<file path="src/rtl/szz_pkg.sv">
package szz_pkg;

  typedef enum logic [1:0] {
    ST_AWAKE  = 2'd0,
    ST_ENTER  = 2'd1,
    ST_ASLEEP = 2'd2,
    ST_EXIT   = 2'd3
  } zz_state_t;

  // True on the last clock of a phase that lasts n clocks.
  function automatic logic phase_last(input int count, input int n);
    return (count + 1) >= n;
  endfunction

  // Counter width able to hold the longer of two phase lengths.
  function automatic int count_width(input int a, input int b);
    int m;
    m = (a > b) ? a : b;
    return (m < 2) ? 1 : $clog2(m);
  endfunction

endpackage

</file>
<file path="src/rtl/szz_sync.sv">
module szz_sync #(
  parameter int STAGES = 2
) (
  input  logic clk,
  input  logic rst_n,
  input  logic d,
  output logic q
);

  logic [STAGES-1:0] chain;

  generate
    for (genvar i = 0; i < STAGES; i++) begin : g_stage
      if (i == 0) begin : g_first
        always_ff @(posedge clk or negedge rst_n) begin
          if (!rst_n) chain[0] <= 1'b0;
          else        chain[0] <= d;
        end
      end else begin : g_next
        always_ff @(posedge clk or negedge rst_n) begin
          if (!rst_n) chain[i] <= 1'b0;
          else        chain[i] <= chain[i-1];
        end
      end
    end
  endgenerate

  assign q = chain[STAGES-1];

endmodule

</file>
<file path="src/rtl/szz_fsm.sv">
module szz_fsm
  import szz_pkg::*;
#(
  parameter int ENTER_CYCLES = 2,
  parameter int EXIT_CYCLES  = 2
) (
  input  logic      clk,
  input  logic      rst_n,
  input  logic      req_s,
  output zz_state_t st_o
);

  localparam int CW = count_width(ENTER_CYCLES, EXIT_CYCLES);

  zz_state_t st;
  logic [CW-1:0] cnt;
  logic enter_last, exit_last;

  assign enter_last = phase_last(int'(cnt), ENTER_CYCLES);
  assign exit_last  = phase_last(int'(cnt), EXIT_CYCLES);

  always_ff @(posedge clk or negedge rst_n) begin
    if (!rst_n) begin
      st  <= ST_AWAKE;
      cnt <= '0;
    end else begin
      case (st)
        ST_AWAKE: begin
          cnt <= '0;
          if (req_s) st <= ST_ENTER;
        end
        ST_ENTER: begin
          if (enter_last) begin
            st  <= ST_ASLEEP;
            cnt <= '0;
          end else begin
            cnt <= cnt + 1'b1;
          end
        end
        ST_ASLEEP: begin
          cnt <= '0;
          if (!req_s) st <= ST_EXIT;
        end
        default: begin
          if (exit_last) begin
            st  <= ST_AWAKE;
            cnt <= '0;
          end else begin
            cnt <= cnt + 1'b1;
          end
        end
      endcase
    end
  end

  assign st_o = st;

  assert_asleep_via_entry_R2: assert property (@(posedge clk) disable iff (!rst_n)
    $rose(st == ST_ASLEEP) |-> $past(st) == ST_ENTER);

  assert_entry_needs_request_R2: assert property (@(posedge clk) disable iff (!rst_n)
    $rose(st != ST_AWAKE) |-> $past(req_s));

  assert_awake_via_exit_R5: assert property (@(posedge clk) disable iff (!rst_n)
    $rose(st == ST_AWAKE) |-> $past(st) == ST_EXIT);

endmodule

</file>
<file path="src/rtl/szz_guard.sv">
module szz_guard
  import szz_pkg::*;
(
  input  logic      clk,
  input  logic      rst_n,
  input  zz_state_t st,
  input  logic      req_s,
  input  logic      select_i,
  input  logic      strobe_p_i,
  input  logic      strobe_c_i,
  input  logic      err_clr_i,
  output logic      err_o
);

  logic entry_breach, exit_breach, viol;
  logic err_q;

  // Selected while a request is pending or while entering.
  assign entry_breach = select_i & (((st == ST_AWAKE) & req_s) | (st == ST_ENTER));
  // Any selection or strobe inside the recovery window.
  assign exit_breach  = (st == ST_EXIT) & (select_i | strobe_p_i | strobe_c_i);
  assign viol         = entry_breach | exit_breach;

  always_ff @(posedge clk or negedge rst_n) begin
    if (!rst_n)         err_q <= 1'b0;
    else if (err_clr_i) err_q <= 1'b0;
    else if (viol)      err_q <= 1'b1;
  end

  assign err_o = err_q;

  assert_err_from_breach_R9: assert property (@(posedge clk) disable iff (!rst_n)
    $rose(err_q) |-> $past(viol) && !$past(err_clr_i));

  assert_clear_wins_R9: assert property (@(posedge clk) disable iff (!rst_n)
    $past(err_clr_i) |-> !err_q);

  assert_exit_activity_flagged_R8: assert property (@(posedge clk) disable iff (!rst_n)
    (exit_breach && !err_clr_i) |=> err_q);

endmodule

</file>
<file path="src/rtl/szz_sleep_ctrl.sv">
module szz_sleep_ctrl
  import szz_pkg::*;
#(
  parameter int SYNC_STAGES  = 2,
  parameter int ENTER_CYCLES = 2,
  parameter int EXIT_CYCLES  = 2
) (
  input  logic clk,
  input  logic rst_n,
  input  logic sleep_req,
  input  logic select_i,
  input  logic strobe_p_i,
  input  logic strobe_c_i,
  input  logic acc_req_i,
  input  logic err_clr_i,
  output logic asleep_o,
  output logic inhibit_o,
  output logic hiz_o,
  output logic acc_en_o,
  output logic proto_err_o
);

  logic      req_s;
  zz_state_t st;
  logic      awake;

  szz_sync #(.STAGES(SYNC_STAGES)) u_sync (
    .clk  (clk),
    .rst_n(rst_n),
    .d    (sleep_req),
    .q    (req_s)
  );

  szz_fsm #(.ENTER_CYCLES(ENTER_CYCLES), .EXIT_CYCLES(EXIT_CYCLES)) u_fsm (
    .clk  (clk),
    .rst_n(rst_n),
    .req_s(req_s),
    .st_o (st)
  );

  szz_guard u_guard (
    .clk       (clk),
    .rst_n     (rst_n),
    .st        (st),
    .req_s     (req_s),
    .select_i  (select_i),
    .strobe_p_i(strobe_p_i),
    .strobe_c_i(strobe_c_i),
    .err_clr_i (err_clr_i),
    .err_o     (proto_err_o)
  );

  assign awake     = (st == ST_AWAKE);
  assign asleep_o  = (st == ST_ASLEEP);
  assign inhibit_o = !awake;
  assign hiz_o     = !awake;
  assign acc_en_o  = acc_req_i & awake;

  assert_no_grant_after_request_R3: assert property (@(posedge clk) disable iff (!rst_n)
    ($past(req_s) && !$past(awake)) |-> !acc_en_o);

  assert_hiz_through_exit_R4: assert property (@(posedge clk) disable iff (!rst_n)
    $fell(asleep_o) |-> hiz_o);

endmodule

</file>
<file path="config.mk">
export PLATFORM = sky130hd
export DESIGN_NAME = szz_sleep_ctrl
export DESIGN_NICKNAME = d
export VERILOG_FILES = /design/src/rtl/szz_pkg.sv /design/src/rtl/szz_sync.sv /design/src/rtl/szz_fsm.sv /design/src/rtl/szz_guard.sv /design/src/rtl/szz_sleep_ctrl.sv
export SDC_FILE = /design/constraint.sdc
export NUM_CORES = 1
export LEC_CHECK = 0
export BUFFER_PORTS_ARGS = -buffer_cell sky130_fd_sc_hd__buf_2
export CAP_MARGIN = 20
export CORE_AREA = 2 2 39 41
export CTS_CLUSTER_DIAMETER = 100
export CTS_CLUSTER_SIZE = 16
export DETAILED_ROUTE_END_ITERATION = 8
export DIE_AREA = 0 0 41 43
export GPL_TIMING_DRIVEN = 0
export PLACE_DENSITY = 0.59
export SLEW_MARGIN = 20
export SYNTH_ARGS = -nofsm -noshare
export SYNTH_HDL_FRONTEND = slang
export SYNTH_HIERARCHICAL = 1
export SYNTH_SLANG_ARGS = --single-unit
</file>
<file path="constraint.sdc">
create_clock -name clk -period 2.1 [get_ports clk]
set_input_delay 0.42 -clock clk [delete_from_list [all_inputs] [get_ports clk]]
set_output_delay 0.42 -clock clk [all_outputs]
set_load 0.02 [all_outputs]
</file>
# After elaboration in Yosys (flattened, before gate mapping)
# Index checks and enable logic that the tools add are counted.
[totals] wordCells=37 register_bits=6 input_bits=8
[classes] muxes=9 n_bitwise=8 eq_ne=6 n_lt_le_gt_ge=1 add_sub_neg=2 n_reduce_logical=6
[ops] operator="2-bit two-way mux" n=4
[ops] operator="2-bit case mux with 3 select lines" n=1
[ops] operator="1-bit bitwise AND" n=4
[ops] operator="2-bit equality test, second input constant" n=2
[ops] operator="1-bit two-way mux" n=4
[ops] operator="2-bit by 1-bit inequality test with 1-bit output, second input constant" n=2
[ops] operator="1-bit bitwise OR" n=4
[ops] operator="4-bit AND reduction" n=1
[ops] operator="3-bit nonzero test" n=1
[ops] operator="1-bit by 1-bit adder with 2-bit output, second input constant" n=1
[ops] operator="2-bit by 1-bit equality test with 1-bit output, second input constant" n=1
[ops] operator="2-bit greater-or-equal comparator, second input constant" n=1
[ops] operator="2-bit logical NOT" n=1
[ops] operator="2-bit inequality test, second input constant" n=1
[ops] operator="2-bit nonzero test" n=1
[ops] operator="2-bit OR reduction" n=1
[ops] operator="1-bit adder, second input constant" n=1
[ops] operator="1-bit logical NOT" n=1

# Logic depth before layout (Yosys ltp)
# Gate-level depths: netlist of run 1.
[logic_depth] depth_word=7 mapped_depth=5

# Modules after synthesis
# Netlist of run 1, hierarchy kept.
[by_module_without_submodules] mod="szz_fsm" instances=1 cells_per_inst=23 area_each_um2=237.7
[by_module_without_submodules] mod="szz_guard" instances=1 cells_per_inst=6 area_each_um2=53.8
[by_module_without_submodules] mod="szz_sync" instances=1 cells_per_inst=2 area_each_um2=50.0
[by_module_without_submodules] mod="szz_sleep_ctrl" instances=1 cells_per_inst=4 area_each_um2=30.0

# Worst setup path after synthesis of run 1
# OpenSTA, ideal clock, no wires.
[synth_path] path_kind="register to register" from="reg u_fsm.st[0] (netlist: u_fsm/st_o[0])" to="reg u_fsm.st[1] (netlist: u_fsm/st_o[1])" stages_incl_launch_ff=6 setup_time_ns=0.128 n_path_buf=0 required_time_ns=1.972 arrival_time_ns=1.505 slack_ns=0.467 cell_sequence="dfrtp_1 > inv_1 > ha_1 > or3_4 > nand4_2 > mux2_1"
[synth_via] elab_chain_cells=3
[synth_lines] element="from (decl)" line_no="szz_fsm.sv:15" rtl="zz_state_t st;"
[synth_lines] element="from (signal assigned)" line_no="szz_fsm.sv:24" rtl="st <= ST_AWAKE;"
[synth_lines] element="from (signal assigned)" line_no="szz_fsm.sv:30" rtl="if (req_s) st <= ST_ENTER;"
[synth_lines] element="from (signal assigned)" line_no="szz_fsm.sv:34" rtl="st <= ST_ASLEEP;"
[synth_lines] element="2-bit by 1-bit equality test with 1-bit output, or another cell as far along" line_no="szz_fsm.sv:27" rtl="case (st)"
[synth_lines] element="2-bit by 1-bit inequality test with 1-bit output (no source line), or another cell as far along"
[synth_lines] element="4-bit AND reduction (no source line)"
# Parallel ways exist; a longest one is shown, timed or not.
# A chain may end at the register's enable or synchronous reset.

# Worst setup path after layout of run 1
# Same ends and word-level chain as after synthesis.

==> results of run 1 <==
registers in the layout, indices dropped and copies added, names as in the netlist:
register       flops
u_fsm/cnt          1
u_guard/err_o      1
u_sync/q           1
u_fsm/st_o         2
u_sync/chain       1
worst paths after layout:
path                                   end  slack [ps]  depth (start not counted)
min                        u_sync/chain[0]         290                          1
min reg2reg                       u_sync/q         350                          0
max in group asynchronous    u_guard/err_o        1440                          2
min in group asynchronous    u_fsm/st_o[1]         530                          2
max                          u_fsm/st_o[1]         320                          5
max reg2reg                  u_fsm/st_o[1]         320                          5
per-stage QoR:
stage	cells	cell area, sq um	total power, mW	utilization, %
5_1_grt	67	484	0.754	35.0
6_report	67	484	0.692	35.0
3_3_place_gp	63	452	0.591	32.6
4_1_cts	67	484	0.705	35.0
2_1_floorplan	35	372	0.498	-
3_5_place_dp	63	452	0.598	32.6
per-layer routing:
layer,global-route usage [%],vias up,wire (um)
li1,-,154,-
met1,10.0,135,277
met2,10.9,5,291
met3,1.57,0,22
met4,6.00,0,0
met5,0,-,0
layout by cell type, fill, tap and decap left out:
master         netlist  layout
buf_2                0      12
dfrtp_1              6       6
ha_1                 4       4
clkbuf_4             0       3
inv_1                3       3
nand2_1              3       3
or2_1                2       2
nor3b_1              1       1
and2b_2              1       1
buf_4                1       1
dlygate4sd3_1        0       1
or3_4                1       1
or2b_2               1       1
or2b_1               1       1
nand4_2              1       1
mux2_1               1       1
nand3_1              1       1
and2b_1              1       1
o41ai_1              1       1
nor4_1               1       1
a221o_2              1       1
a31oi_1              1       1
nor2b_1              1       1
o21ai_0              1       1
a21oi_1              1       1
cell type report:
class                           count  area, sq um  area share, %
Buffer                              1         7.51           1.55
Sequential cell                     6          150           31.0
Multi-Input combinational cell     25          203           41.9
Timing Repair Buffer               13         70.1           14.5
Tap cell                           16         20.0           4.13
Inverter                            3         11.3           2.33
Clock buffer                        3         22.5           4.65
power by group through the flow:
stage	registers (mW)	clock network, mW	logic [mW]
after floorplan	0.202	0	0.296
after global placement	0.207	0	0.384
after detailed placement	0.207	0	0.390
after CTS	0.206	0.106	0.394
after global routing	0.213	0.114	0.427
final	0.205	0.0997	0.388
repair_timing:
item	in CTS	in global routing
gates resized for setup	0	0
endpoints found under the hold margin	6	0
hold buffers	1	0
logic make-up (layout without fill, tap and decap cells):
| logic type | after synthesis | after routing |
|---|---|---|
| adders and majority gates | 4 | 4 |
| muxes | 1 | 1 |
| buffers and inverters | 4 | 20 |
| DFF | 6 | 6 |
| AOI/OAI and AO/OA | 5 | 5 |
| and+or+nand+nor | 15 | 15 |
==> results_dict.tcl, run 1 <==
set metrics [dict create \
    status "finished, final reports clean" \
    period_needed_ps 1780 \
    p_int_mw 0.408 \
    cts_max_path_buffers 2 \
    pre_cts_ws_ps 325 \
    core_sq_um 1380 \
    setup_viol 0 \
    via_count 294 \
    ys_top_cells_by_count "dfrtp_1, ha_1, inv_1, nand2_1, or2_1" \
    avgSynthCellArea_sq_um 10.6 \
    hp-class "input port to flip-flop" \
    wl_per_cell_um 8.82 \
    pwr-share-clk_pct 14.4 \
    synthArstFlopShare_pct 100 \
    min_period_over_period_pct 84.7 \
    die_h_um 43 \
    syn_area_sq_um 372 \
    synthFlopType "dfrtp_1" \
    grt_pass1_vias 240 \
    peakVddDrop_uv 575 \
    die_area_sq_um 1760 \
    hold_violations 0 \
    startpoint_type "flip-flop" \
    clk_latency_ps 230 \
    clkTransAtPathRegs_ps 40 \
    nFillCells 147 \
    slew_violations 0 \
    grtUsageTotal_pct 7.82 \
    routabilityCongestion 0.727 \
    synth-seq-cells 6 \
    grt_pass1_wl_um 924 \
    rsz0062_at_grt "no" \
    hpwl_um 492 \
    antenna_found_initial 0 \
    skew_ps 1.92 \
    net-switching-power_mw 0.284 \
    timing.final.ws_setup_ps 320 \
    cp.arrival_ps 1890 \
    post-route-drc-count 0 \
    worst-setup-path-type "flip-flop to flip-flop" \
    max_slew.worst_pin.slew_ps 293 \
    crit_fanout 10 \
    synth_xor_area_share_pct 0 \
    synthToLayoutAreaGrowth_pct 30.3 \
    synth.area.top_cells "dfrtp_1, ha_1, nand4_2" \
    muxShareOfSynthArea_pct 3.03 \
    cts_buffers 3 \
    drv_cap 0 \
    grt_max_degree 11 \
    cts_tree "built" \
    synth_top_area_share_pct 40.4 \
    drive_gt1_share_pct 41.2 \
    gr-total-overflow 0 \
    syn_nets 47 \
    cts-root-buf "clkbuf_4" \
    synth_warnings 6 \
    netlist_instances 35 \
    slew_headroom_pct 80.2 \
    end_kind "flip-flop" \
    synth.distinct_cells 22 \
    crit_family "flip-flops" \
    antenna_left 0 \
    synthAdderAreaFrac_pct 13.5 \
    rows 14 \
    firstDrtPassIters 1 \
    antenna_cells 0 \
    wl_um 591 \
    die_x_um 41 \
    drt_iter0_drc 0 \
    fmax_mhz 562 \
    switching_share_pct 41.0 \
    cp.buffers_inverters 1 \
    required_ps 2220 \
    crit_start "u_fsm/st_o[0]" \
    hold_start "sleep_req" \
    port-buffer-count 12 \
    crit_path_top_delay_cell "dfrtp_1" \
    yosysMostFrequentCell "dfrtp_1" \
    initial_core_util_pct 26.9 \
    synth_area_leader_cell "dfrtp_1" \
    fin_setup_tns_ps 0 \
    nets 65 \
    p_leak_nw 0.245 \
    reg2reg_from "u_fsm/st_o[0]" \
    p_seq_share_pct 29.6 \
    cts_sinks 6 \
    yosys.area_share.simple_pct 28.3 \
    synth_top_family_by_area "simple AND/OR/NAND/NOR gates" \
    synth_compound_gate_area_share_pct 9.76 \
    synth_seq_area_share_pct 40.4 \
    synth-edff-count 0 \
    htree_levels 1 \
    via_per_inst 4.39 \
    path_cells "inv_1 -> ha_1 -> or3_4 -> nand4_2 -> mux2_1" \
    io_pins 13 \
    power_density_nw_per_um2 1430 \
    max_stage_delay_ps 490 \
    holdWs_ps 290 \
    cts_setup_buffers 0 \
    p_comb_share_pct 56.0 \
]
Power figures use the tool's default switching activity.
==> run 2: changes to the inputs <==
--- a/config.mk
+++ b/config.mk
@@ -13,7 +13,7 @@
 export DETAILED_ROUTE_END_ITERATION = 8
 export DIE_AREA = 0 0 41 43
 export GPL_TIMING_DRIVEN = 0
-export PLACE_DENSITY = 0.59
+export PLACE_DENSITY = 0.6
 export SLEW_MARGIN = 20
 export SYNTH_ARGS = -nofsm -noshare
 export SYNTH_HDL_FRONTEND = slang
==> constraint.sdc (replaced) <==
create_clock -name clk -period 1.6 [get_ports clk]
set_input_delay 0.32 -clock clk [delete_from_list [all_inputs] [get_ports clk]]
set_output_delay 0.32 -clock clk [all_outputs]
set_load 0.02 [all_outputs]
==> run 2 against run 1 <==
Effect of this change: power up 58%; flip-flop and latch count unchanged; highest routed layer is now met4; cell area up 12%; first-iteration DRC count up 4.
==> results_dict.tcl, run 2 (synthesis gave the netlist of run 1 again) <==
set metrics [dict create \
    status "finished, final reports clean" \
    grt_max_degree 8 \
    hold_violations 0 \
    cts_sinks 6 \
    r2r.worst_path.cells 4 \
    skew_ps 7.91 \
    final_cell_mix "buf_2, dfrtp_1, clkbuf_4, nand2_1" \
    cts_buffers 3 \
    synthToLayoutAreaGrowth_pct 46.5 \
    htree_levels 1 \
    drt_iter0_drc 4 \
    io_pins 13 \
    pre_cts_ws_ps -109 \
    crit_path_top_delay_cell "dfrtp_2" \
    cts_max_path_buffers 2 \
    die_x_um 41 \
    required_ps 1720 \
    cp.arrival_ps 1660 \
    max_slew.worst_pin.slew_ps 285 \
    post-route-drc-count 0 \
    r2r-end "u_fsm/st_o[1]" \
    core_sq_um 1380 \
    dpl_cell_area_sq_um 453 \
    p_comb_share_pct 63.0 \
    holdPathEnd "u_sync/chain[0]" \
    rsz0062_at_grt "no" \
    net-switching-power_mw 0.431 \
    wl_per_cell_um 10.2 \
    nets 67 \
    pwr-share-clk_pct 13.0 \
    startpoint_type "flip-flop" \
    grt_pass1_vias 322 \
    cts-root-buf "clkbuf_4" \
    port-buffer-count 12 \
    crit_family "simple AND/OR/NAND/NOR gates" \
    max_stage_delay_ps 460 \
    via_per_inst 4.51 \
    power.total_mw 1.09 \
    period_needed_ps 1540 \
    drv_cap 0 \
    hold_depth 1 \
    die_area_sq_um 1760 \
    nFillCells 133 \
    power_density_nw_per_um2 2010 \
    reg2reg_from "u_fsm/st_o[1]" \
    cp.buffers_inverters 0 \
    largest_reg_flops 2 \
    crit_start "u_fsm/st_o[1]" \
    slew_headroom_pct 80.7 \
    final_common_cell "buf_2" \
    peakVddDrop_uv 738 \
    rrSetupSlack_ps 60 \
    seq_area_sq_um 153 \
    initial_core_util_pct 26.9 \
    switching_share_pct 39.4 \
    wl_um 714 \
    setup_viol 0 \
    drive_gt1_share_pct 55.6 \
    die_h_um 43 \
    cts_tree "built" \
    antenna_cells 0 \
    timing.final.ws_setup_ps 60.5 \
    clk_latency_ps 240 \
    routabilityCongestion 0.657 \
    clkTransAtPathRegs_ps 50 \
    slew_violations 0 \
    multi_input_area_sq_um 231 \
    fmax_mhz 650 \
    min_period_over_period_pct 96.2 \
    gr-total-overflow 0 \
    grtUsageTotal_pct 10.7 \
    antenna_left 0 \
    grt_pass1_wl_um 1220 \
    antenna_found_initial 0 \
    design_area_sq_um 544 \
    worst-setup-path-type "flip-flop to flip-flop" \
    p_int_mw 0.662 \
    end_kind "flip-flop" \
    path_cells "ha_4 -> or3_4 -> nand4_2 -> mux2_4" \
    crit_fanout 7 \
    p_seq_share_pct 24.0 \
    via_count 316 \
    hp-class "input port to flip-flop" \
    hold_start "sleep_req" \
    p_leak_nw 0.262 \
    firstDrtPassIters 3 \
    rows 14 \
]
## run 2: cell count changes in the layout (fill, tap and decap cells not counted)
cell | previous run | this run
buf_6 | 0 | 2
inv_1 | 3 | 1
buf_4 | 1 | 2
buf_2 | 12 | 11
mux2_4 | 0 | 1
clkbuf_1 | 0 | 1
ha_4 | 0 | 2
dfrtp_1 | 6 | 4
mux2_1 | 1 | 0
ha_1 | 4 | 2
inv_2 | 0 | 2
dfrtp_2 | 0 | 2
## run 2: worst register-to-register path: cells and delay by family (launching register included)
family,cells,cell delay [ps]
adders and majority gates,1,190
muxes,1,310
and+or+nand+nor,2,470
DFF,1,460
## run 2: area by class of cell
| type | instances | share of cell area [%] |
|---|---|---|
| Clock buffer | 4 | 4.83 |
| Inverter | 3 | 2.07 |
| Multi-Input combinational cell | 25 | 42.5 |
| Sequential cell | 6 | 28.0 |
| Tap cell | 16 | 3.68 |
| Timing Repair Buffer | 16 | 18.9 |
## run 2: metrics by stage
step	hold WS, ps	utilization (%)	TNS, ps	instances
2_1_floorplan	24.4	-	0	35
3_3_place_gp	144	32.7	-83.7	63
3_5_place_dp	143	32.7	-109	63
4_1_cts	189	38.3	0	71
5_1_grt	172	39.3	0	70
6_report	195	39.3	0	70
## run 2: worst max-delay path by stage
stage	to	slack, ps	cells past startpoint
2_1_floorplan	u_fsm/st_o[1]	20	5
3_3_place_gp	u_fsm/st_o[1]	-80	5
3_5_place_dp	u_fsm/st_o[1]	-110	5
4_1_cts	inhibit_o	3	4
5_1_grt	u_fsm/st_o[1]	0.08	5
6_report	u_fsm/st_o[1]	60	4
## run 2: repair_timing
| item | CTS | global route |
|---|---|---|
| pin swaps | 1 | 1 |
| hold buffers | 1 | 0 |
| gates cloned | 0 | 0 |
| buffers inserted | 3 | 0 |
| endpoints found under the setup margin | 1 | 2 |
| resized for setup | 5 | 6 |
| endpoints found under the hold margin | 6 | 0 |
## run 2: power groups by stage
stage,combinational (mW),clock (mW),sequential (mW)
6_report,0.689,0.142,0.263
5_1_grt,0.776,0.169,0.272
4_1_cts,0.640,0.148,0.251
3_5_place_dp,0.514,0,0.277
3_3_place_gp,0.506,0,0.276
2_1_floorplan,0.388,0,0.268
## run 2: layer usage
metal,up-vias,wire length [um],global-route usage [%]
met4,0,32,9.33
met2,6,385,16.9
met5,-,0,0
met1,147,279,10.3
met3,4,17,3.14
li1,159,-,-
==> run 3: changes to the inputs <==
--- a/config.mk
+++ b/config.mk
@@ -8,6 +8,7 @@
 export BUFFER_PORTS_ARGS = -buffer_cell sky130_fd_sc_hd__buf_2
 export CAP_MARGIN = 20
 export CORE_AREA = 2 2 39 41
+export CTS_BUF_LIST = sky130_fd_sc_hd__clkbuf_8
 export CTS_CLUSTER_DIAMETER = 100
 export CTS_CLUSTER_SIZE = 16
 export DETAILED_ROUTE_END_ITERATION = 8
==> run 3 against run 2 <==
Effect of this change: non-clock buffer count rose by 1; utilization rose by 1.6 points; critical path depth did not move.
==> results_dict.tcl, run 3 (synthesis gave the netlist of run 1 again) <==
set metrics [dict create \
    hold_depth 1 \
    final_cells 71 \
    gr-total-overflow 0 \
    core_sq_um 1380 \
    r2r.worst_path.cells 4 \
    routabilityCongestion 0.657 \
    design_area_sq_um 567 \
    nFillCells 132 \
    fmax_mhz 641 \
    grt_pass1_vias 295 \
    cp.arrival_ps 1240 \
    wl_per_cell_um 9.61 \
    drv_cap 0 \
    final_cell_mix "buf_2, buf_4, dfrtp_1" \
    status "finished, final reports clean" \
    initial_core_util_pct 26.9 \
    slew_headroom_pct 81.3 \
    rows 14 \
    htree_levels 1 \
    hold_violations 0 \
    end_kind "primary output" \
    die_h_um 43 \
    grt_max_degree 10 \
    final_common_cell "buf_2" \
    firstDrtPassIters 2 \
    hp-class "input port to flip-flop" \
    crit_fanout 8 \
    wl_um 682 \
    drive_gt1_share_pct 56.4 \
    port-buffer-count 12 \
    io_pins 13 \
    antenna_left 0 \
    cts_buffers 3 \
    dp.cells 63 \
    cts_tree "built" \
    worst-setup-path-type "flip-flop to primary output" \
    power_density_nw_per_um2 2090 \
    rsz0062_at_grt "no" \
    cts_max_path_buffers 2 \
    clk_latency_ps 220 \
    post-route-drc-count 0 \
    grt_pass1_wl_um 1120 \
    power.total_mw 1.18 \
    peakVddDrop_uv 873 \
    setup_viol 0 \
    utilization_pct 41.0 \
    grtUsageTotal_pct 9.44 \
    synthToLayoutAreaGrowth_pct 52.5 \
    via_per_inst 4.45 \
    clkTransAtPathRegs_ps 40 \
    cts-root-buf "clkbuf_8" \
    antenna_found_initial 0 \
    slew_violations 0 \
    dpl_cell_area_sq_um 453 \
    antenna_cells 0 \
    min_period_over_period_pct 97.4 \
    via_count 316 \
    die_x_um 41 \
    cts_sinks 6 \
    period_needed_ps 1560 \
    die_area_sq_um 1760 \
    startpoint_type "flip-flop" \
    skew_ps 2.60 \
    max_slew.worst_pin.slew_ps 276 \
    largest_reg_flops 2 \
    required_ps 1280 \
    p_leak_nw 0.277 \
    drt_iter0_drc 6 \
    nets 68 \
]
run 3: cell types whose count changed in the layout (fill, tap and decap cells not counted), sizes merged:
cell    change
buf         +1
inv         +1
clkbuf      -1
run 3: final timing paths:
kind / start / slack, ps / end
max in group asynchronous: rst_n / 980 / u_fsm/st_o[0]
hold / removal: sleep_req / 210 / u_sync/chain[0]
setup / recovery: u_fsm/st_o[0] / 40 / inhibit_o
min in group asynchronous: rst_n / 480 / u_fsm/cnt
hold reg to reg: u_sync/chain[0] / 350 / u_sync/q
setup reg to reg: u_fsm/st_o[1] / 60 / u_fsm/st_o[1]
run 3: final cells by class:
type                    count  area [sq um]  share of cell area, %
plain buffers               1          7.51                   1.32
clock buffers               3          41.3                   7.28
clock inverters             1          3.75                  0.662
inverters                   3          11.3                   1.99
multi-input cells          25           231                   40.8
flip-flops and latches      6           153                   26.9
well taps                  16          20.0                   3.53
repair buffers             16          98.8                   17.4
run 3: critical path, cell delays in order, from the launching register on:
cell,delay [ps]
dfrtp_2,410
buf_6,130
or2_1,210
buf_4,130
buf_4,140
run 3: through the flow:
stage	hold WS (ps)	TNS [ps]	setup slack, ps
after global placement	144	-83.7	-83.7
after detailed placement	143	-109	-109
after global routing	204	0	0.298
after CTS	209	0	13.3
final	211	0	41.0
after floorplan	24.4	0	21.0
run 3: report_power, final:
part           total [mW]  leakage (nW)  internal (mW)  switching [mW]
logic               0.695         0.179          0.368           0.327
clock network       0.225        0.0269          0.164          0.0603
registers           0.262        0.0708          0.207          0.0546
total                1.18         0.277          0.740           0.442
run 3: layer usage:
metal / GRT usage, % / vias up / share of wire [%]
met5: 0 / - / 0
met4: 4.00 / 0 / 1.8
met3: 1.57 / 2 / 1.8
met2: 17.5 / 4 / 56
met1: 9.33 / 150 / 41
li1: - / 160 / -
run 3: timing repair:
item | 4_1_cts | 5_1_grt
pin swaps | 0 | 1
setup buffers | 2 | 1
gates resized for setup | 5 | 5
endpoints found under the hold margin | 6 | 0
hold buffers | 1 | 0
setup endpoints to repair | 1 | 2
